`config.mk`:
```
export PLATFORM = sky130hd
export DESIGN_NAME = alu_core
export DESIGN_NICKNAME = d
export VERILOG_FILES = /design/src/rtl/alu_pkg.sv /design/src/rtl/alu_imm_stage.sv /design/src/rtl/alu_addsub.sv /design/src/rtl/alu_shifter.sv /design/src/rtl/alu_core.sv
export SDC_FILE = /design/constraint.sdc
export NUM_CORES = 1
export LEC_CHECK = 0
export ABC_AREA = 1
export BUFFER_PORTS_ARGS = -buffer_cell sky130_fd_sc_hd__buf_2
export CORE_ASPECT_RATIO = 1.4
export CORE_MARGIN = 10
export CORE_UTILIZATION = 36
export CTS_CLUSTER_DIAMETER = 60
export DETAILED_ROUTE_END_ITERATION = 16
export PLACE_DENSITY = 0.6
export SLEW_MARGIN = 20
export SYNTH_ARGS = -nofsm -noshare
export SYNTH_HDL_FRONTEND = slang
export SYNTH_SLANG_ARGS = --single-unit
```
`constraint.sdc`:
```
create_clock -name clk -period 2.2 [get_ports clk]
set_clock_uncertainty 0.2 [all_clocks]
set_input_delay 0.11 -clock clk [delete_from_list [all_inputs] [get_ports clk]]
set_output_delay 0.11 -clock clk [all_outputs]
set_load 0.01 [all_outputs]
```
`src/rtl/alu_pkg.sv`:
```
package alu_pkg;

    localparam int OP_W = 4;

    typedef enum logic [OP_W-1:0] {
        OP_ADD  = 4'd0,
        OP_SUB  = 4'd1,
        OP_AND  = 4'd2,
        OP_OR   = 4'd3,
        OP_NOR  = 4'd4,
        OP_SLT  = 4'd5,
        OP_SLTU = 4'd6,
        OP_SLL  = 4'd7,
        OP_SRL  = 4'd8,
        OP_LUI  = 4'd9
    } alu_op_e;

endpackage

```
`src/rtl/alu_imm_stage.sv`:
```
module alu_imm_stage
    import alu_pkg::*;
#(
    parameter int DATA_W = 32,
    parameter int IMM_W  = 16
) (
    input  logic [OP_W-1:0]   op_sel,
    input  logic              use_imm,
    input  logic [IMM_W-1:0]  imm,
    input  logic [DATA_W-1:0] src_b,
    output logic [DATA_W-1:0] opnd_b
);
    localparam int PAD_W = DATA_W - IMM_W;

    logic [DATA_W-1:0] imm_sx;
    logic [DATA_W-1:0] imm_zx;
    logic              want_sign;

    always_comb begin
        imm_sx = {{PAD_W{imm[IMM_W-1]}}, imm};
        imm_zx = {{PAD_W{1'b0}}, imm};
        want_sign = (op_sel == OP_ADD) || (op_sel == OP_SUB) ||
                    (op_sel == OP_SLT) || (op_sel == OP_SLTU);
        if (!use_imm) begin
            opnd_b = src_b;
        end else if (want_sign) begin
            opnd_b = imm_sx;
        end else begin
            opnd_b = imm_zx;
        end
    end
endmodule

```
`src/rtl/alu_addsub.sv`:
```
module alu_addsub #(
    parameter int DATA_W = 32
) (
    input  logic [DATA_W-1:0] opnd_a,
    input  logic [DATA_W-1:0] opnd_b,
    input  logic              do_sub,
    output logic [DATA_W-1:0] sum,
    output logic              lt_signed,
    output logic              lt_unsigned
);
    localparam int MSB = DATA_W - 1;

    logic [DATA_W:0]   wide_d;
    logic [DATA_W-1:0] b_inv;

    always_comb begin
        b_inv  = do_sub ? ~opnd_b : opnd_b;
        wide_d = {1'b0, opnd_a} + {1'b0, b_inv} + {{DATA_W{1'b0}}, do_sub};
        sum    = wide_d[DATA_W-1:0];
        // For a subtract, a clear carry-out means a borrow, so A < B unsigned.
        lt_unsigned = ~wide_d[DATA_W];
        lt_signed   = (opnd_a[MSB] ^ opnd_b[MSB]) ? opnd_a[MSB] : wide_d[MSB];
    end
endmodule

```
`src/rtl/alu_shifter.sv`:
```
module alu_shifter #(
    parameter int DATA_W  = 32,
    parameter int SHAMT_W = 5
) (
    input  logic [DATA_W-1:0]  din,
    input  logic [SHAMT_W-1:0] shamt,
    output logic [DATA_W-1:0]  left_out,
    output logic [DATA_W-1:0]  right_out
);
    logic [DATA_W-1:0] lstage [SHAMT_W+1];
    logic [DATA_W-1:0] rstage [SHAMT_W+1];

    assign lstage[0] = din;
    assign rstage[0] = din;

    for (genvar i = 0; i < SHAMT_W; i++) begin : g_stage
        localparam int STEP = 1 << i;
        assign lstage[i+1] = shamt[i] ? (lstage[i] << STEP) : lstage[i];
        assign rstage[i+1] = shamt[i] ? (rstage[i] >> STEP) : rstage[i];
    end

    assign left_out  = lstage[SHAMT_W];
    assign right_out = rstage[SHAMT_W];
endmodule

```
`src/rtl/alu_core.sv`:
```
module alu_core
    import alu_pkg::*;
#(
    parameter int DATA_W  = 32,
    parameter int IMM_W   = 16,
    parameter int SHAMT_W = $clog2(DATA_W),
    parameter bit OUT_REG = 1'b1
) (
    input  logic               clk,
    input  logic               rst_n,
    input  logic [OP_W-1:0]    op_sel,
    input  logic               use_imm,
    input  logic [DATA_W-1:0]  src_a,
    input  logic [DATA_W-1:0]  src_b,
    input  logic [SHAMT_W-1:0] shamt,
    input  logic [IMM_W-1:0]   imm,
    output logic [DATA_W-1:0]  result,
    output logic               zero
);
    localparam int LOW_W = DATA_W - IMM_W;

    typedef struct packed {
        logic [DATA_W-1:0] res;
        logic              zf;
    } alu_out_t;

    logic [DATA_W-1:0] opnd_b;
    logic [DATA_W-1:0] sum;
    logic              lt_s;
    logic              lt_u;
    logic [DATA_W-1:0] shl;
    logic [DATA_W-1:0] shr;
    alu_out_t          out_d;
    alu_out_t          out_q;

    alu_imm_stage #(.DATA_W(DATA_W), .IMM_W(IMM_W)) u_imm (
        .op_sel (op_sel),
        .use_imm(use_imm),
        .imm    (imm),
        .src_b  (src_b),
        .opnd_b (opnd_b)
    );

    alu_addsub #(.DATA_W(DATA_W)) u_addsub (
        .opnd_a     (src_a),
        .opnd_b     (opnd_b),
        .do_sub     (op_sel != OP_ADD),
        .sum        (sum),
        .lt_signed  (lt_s),
        .lt_unsigned(lt_u)
    );

    alu_shifter #(.DATA_W(DATA_W), .SHAMT_W(SHAMT_W)) u_shift (
        .din      (src_a),
        .shamt    (shamt),
        .left_out (shl),
        .right_out(shr)
    );

    always_comb begin
        out_d = '0;
        case (op_sel)
            OP_ADD,
            OP_SUB:  out_d.res = sum;
            OP_AND:  out_d.res = src_a & opnd_b;
            OP_OR:   out_d.res = src_a | opnd_b;
            OP_NOR:  out_d.res = ~(src_a | opnd_b);
            OP_SLT:  out_d.res = {{(DATA_W-1){1'b0}}, lt_s};
            OP_SLTU: out_d.res = {{(DATA_W-1){1'b0}}, lt_u};
            OP_SLL:  out_d.res = shl;
            OP_SRL:  out_d.res = shr;
            OP_LUI:  out_d.res = {imm, {LOW_W{1'b0}}};
            default: out_d.res = '0;
        endcase
        out_d.zf = (out_d.res == '0);
    end

    if (OUT_REG) begin : g_reg
        always_ff @(posedge clk or negedge rst_n) begin
            if (!rst_n) begin
                out_q <= '{res: '0, zf: 1'b1};
            end else begin
                out_q <= out_d;
            end
        end
    end else begin : g_comb
        assign out_q = out_d;
    end

    assign result = out_q.res;
    assign zero   = out_q.zf;
endmodule

```
==> run_results.csv <==
group,metric,value,unit
run_status,run_status,"complete, but fails checks",
run_status,violations,"setup timing",
sta,fin_crit,3.129,ns
global_route,grt_pass1_wl,78340,um
clock_network,root_buffer,"clkbuf_16",
synthesis,yosysSeqAreaShare,9.744,%
synthesis,synthSimpleGateAreaFrac,51.80,%
synthesis,synth_area_leader_cell,"nand2_1",
run,max_cap_viol_count,0,
floorplanning,core_area,23200,um^2
global_route,grt_usage,33.54,%
layout,fillers,2047,
global_route,overflow,0,
synthesis,ys_types,55,
layout,finalNonFillerCells,2496,
synthesis,synth.area.mux_share,0.7075,%
floorplanning,row_count,66,
place,pre_cts_ws,-1.402,ns
synthesis,syn_area,8488,um^2
layout,regArea,827.0,um^2
critical_path,critPathTopFamily,"simple AND/OR/NAND/NOR gates",
global_route,antenna_found_initial,0,
synthesis,avgSynthCellArea,5.249,um^2
synthesis,ys_seq_elements,33,
critical_path,critical_path_class,"input port to register",
place,placedCellCount,2424,
layout,final_util,66.53,%
layout,multi_input_area,8318,um^2
synthesis,synthFlopType,"dfrtp_1",
critical_path,critPathMaxStageDelay,0.39,ns
sta,finalSetupViolations,31,
clock_network,cts_max_path_buffers,2,
place,place.gp.congestion,1.027,
sta,layout_setup_ws,-0.9290,ns
floorplanning,die_h,201.7,um
global_route,grt_pass1_vias,13780,
global_route,grt_max_degree,39,
clock_network,numCtsBuffers,5,
synthesis,synth_adder_area_share,5.100,%
synthesis,syn_inst,1617,
route,viasPerCell,5.658,
synthesis,async_flop_share,100.0,%
floorplanning,die_x,149.8,um
layout,final_layout_size_suffix_gt1_share,45.34,%
power,p_total,6315,uW
route,firstDrtPassIters,8,
route,drt_drc_violations_left,0,
critical_path,cp_slowest_cell,"ha_1",
sta,max_freq,0.3196,GHz
synthesis,syn_nets,1743,
critical_path,worst-path-buf-inv,4,
synthesis,synth_edf_count,0,
synthesis,yosysTopAreaCellShare,20.25,%
critical_path,crit_path_max_fanout,8,
layout,area_growth,81.87,%
power,power.clock.fraction,12.8,%
synthesis,ys_warn_count,0,
place,dpl.hpwl,43890,um
power,seq_power_share,11.0,%
route,initialDrtViolationCount,1139,
sta,rsz0062_at_grt,"true",
clock_network,htreeDepth,2,
synthesis,synth_top_family_by_area,"simple AND/OR/NAND/NOR gates",
critical_path,required,2.21,ns
power,vdd_ir_drop_max,380.9,uV
critical_path,crit_chain,"buf_8 > inv_4 > nor2_4 > nand3_4 > nand4_4 > nand3_2 > xnor2_1 > ha_1 > buf_4 > nand2_2 > inv_2 > nand2_4 > nor2_4 > nand4_1 > nand3_1 > nand2_1 > nand3_2 > nand3b_1 > nor2_1 > nand2_1 > nor2_2 > nand3_2 > nor2_2",
worst_hold_path,hold_path_class,"input port to register",
power,power.share.switching,46.57,%
critical_path,startpoint_type,"input port",
layout,nNetsFinal,2315,
power,switching_power,2941,uW
sta,slew_headroom,49.69,%
floorplanning,io_pins,125,
power,internal_power,3374,uW
power,p_comb_share,76.2,%
route,routed_wl,56110,um
place,io_buffer_count,124,
synthesis,synth-xor-area-share,3.199,%
sta,drv_slew,0,
floorplanning,die_area,30210,um^2
floorplanning,start_util,36.58,%
synthesis,yosys-top-cells-area,"nand2_1 (20%), nand3_1 (17%), dfrtp_1 (9.4%)",
sta,period_share,142.2,%
route,ant_nets,0,
synthesis,synth_compound_area_share,17.32,%
layout,num_antenna_cells,0,
sta,final.setup.tns,-13.87,ns
sta,worst_slew_pin_slew,0.7546,ns
route,dr_total_vias,14120,
clock_network,path_clk_slew,0.06,ns
power,pwr_density_cell,409.1,nW/um^2
critical_path,path_common_cell,"nand3_2",
critical_path,end_kind,"register",
clock_network,tritoncts,"yes",
power,leakagePower,0.007923,uW
critical_path,arrival,3.13,ns
route,wl_per_cell,22.48,um
clock_network,cts_sinks,33,
sta,hold_viol,0,
[power by group through the flow]
stage / registers (uW) / clock network, uW / logic, uW
after CTS: 694 / 818 / 4160
final: 694 / 809 / 4810
after floorplan: 742 / 0 / 1640
after global placement: 699 / 0 / 3500
after detailed placement: 701 / 0 / 3520
after global routing: 700 / 842 / 5070
[cells in the mapped netlist (all sizes together) (2+ instances only)]
| library cell | n |
|---|---|
| nand3b | 6 |
| nand2 | 468 |
| nand3 | 289 |
| ha | 33 |
| buf | 44 |
| a31oi | 6 |
| nor3 | 21 |
| nor2 | 171 |
| a21oi | 88 |
| o21bai | 6 |
| or2 | 15 |
| dfrtp | 32 |
| a21o | 2 |
| xnor2 | 16 |
| o211ai | 23 |
| mux2i | 6 |
| o22ai | 3 |
| o21a | 11 |
| nor4 | 2 |
| clkbuf | 27 |
| a211oi | 2 |
| xor2 | 15 |
| inv | 179 |
| o21ai | 111 |
| nand4 | 27 |
| a21boi | 2 |
[registers in the layout, indices dropped and copies added (netlist names)]
signal and flops:
result 32, zero 1
[metrics by stage]
stage	cell area, um^2	hold slack [ns]
after detailed placement	12860	-0.001600
after global placement	12860	-0.01905
after global routing	15440	0.2515
after CTS	14550	0.1809
final	15440	0.2186
after floorplan	8623	-0.3856
[placed cells by master (no fill, tap or decap), drive strengths merged, types with 2 or more instances in the layout]
master	Yosys	final
nor4	2	2
dfrtp	32	32
or2	15	15
nor3	21	21
ha	33	33
nand3	289	289
mux2i	6	6
nand4	27	27
o22ai	3	3
o211ai	23	23
bufinv	0	2
a21oi	88	88
nand3b	6	6
a211oi	2	2
o21ai	111	111
o21bai	6	6
xor2	15	15
a31oi	6	6
inv	179	178
a21o	2	2
clkbuf	27	7
xnor2	16	16
buf	44	634
nor2	171	171
nand2	468	469
a21boi	2	2
o21a	11	11
[tightest hold or removal path, cell delays in order]
cell and delay [ns]:
buf_2 0.12, buf_4 0.15, inv_1 0.07, a21oi_1 0.07, nand2_2 0.07, nand2_1 0.05
[cell families (layout without fill, tap and decap cells)]
| group | count (synthesis) | in the layout |
|---|---|---|
| xor+xnor | 31 | 31 |
| compound gates | 260 | 260 |
| fa+ha+maj | 34 | 34 |
| simple gates | 1002 | 1003 |
| flops | 33 | 33 |
| mux | 6 | 6 |
| buf+inv | 251 | 823 |
[repair_timing]
item,CTS,global route
gates cloned,3,0
gates resized for setup,294,184
endpoints found under the hold margin,32,0
pin swaps,142,94
setup buffers,55,20
endpoints found under the setup margin,33,33
hold buffers,1,0
[final timing paths]
path	start	endpoint	slack [ns]	cells after the start
worst max-delay path	op_sel[2]	zero	-0.93	23
worst min-delay path	src_a[31]	result[0]	0.22	6
max in group asynchronous	rst_n	result[23]	1.06	2
min in group asynchronous	rst_n	result[0]	0.26	2
[layout make-up]
type                       count  share of cell area [%]
timing repair buffer         635                   32.55
sequential                    33                   5.357
tap                          306                   2.480
clock inverter                 1                  0.1945
clock buffer                   7                  0.9240
inverter                     180                   4.612
multi-input combinational   1334                   53.88
[layer usage]
layer	part of all wire, %	track usage (%)	wire [um]	up-vias
li1	-	-	-	6512
met1	36	36.40	19970	6649
met2	49	59.67	27690	714
met3	6.2	3.638	3483	247
met4	8.9	21.78	4968	0
met5	0	0	0	-
Power figures use the tool's default switching activity.
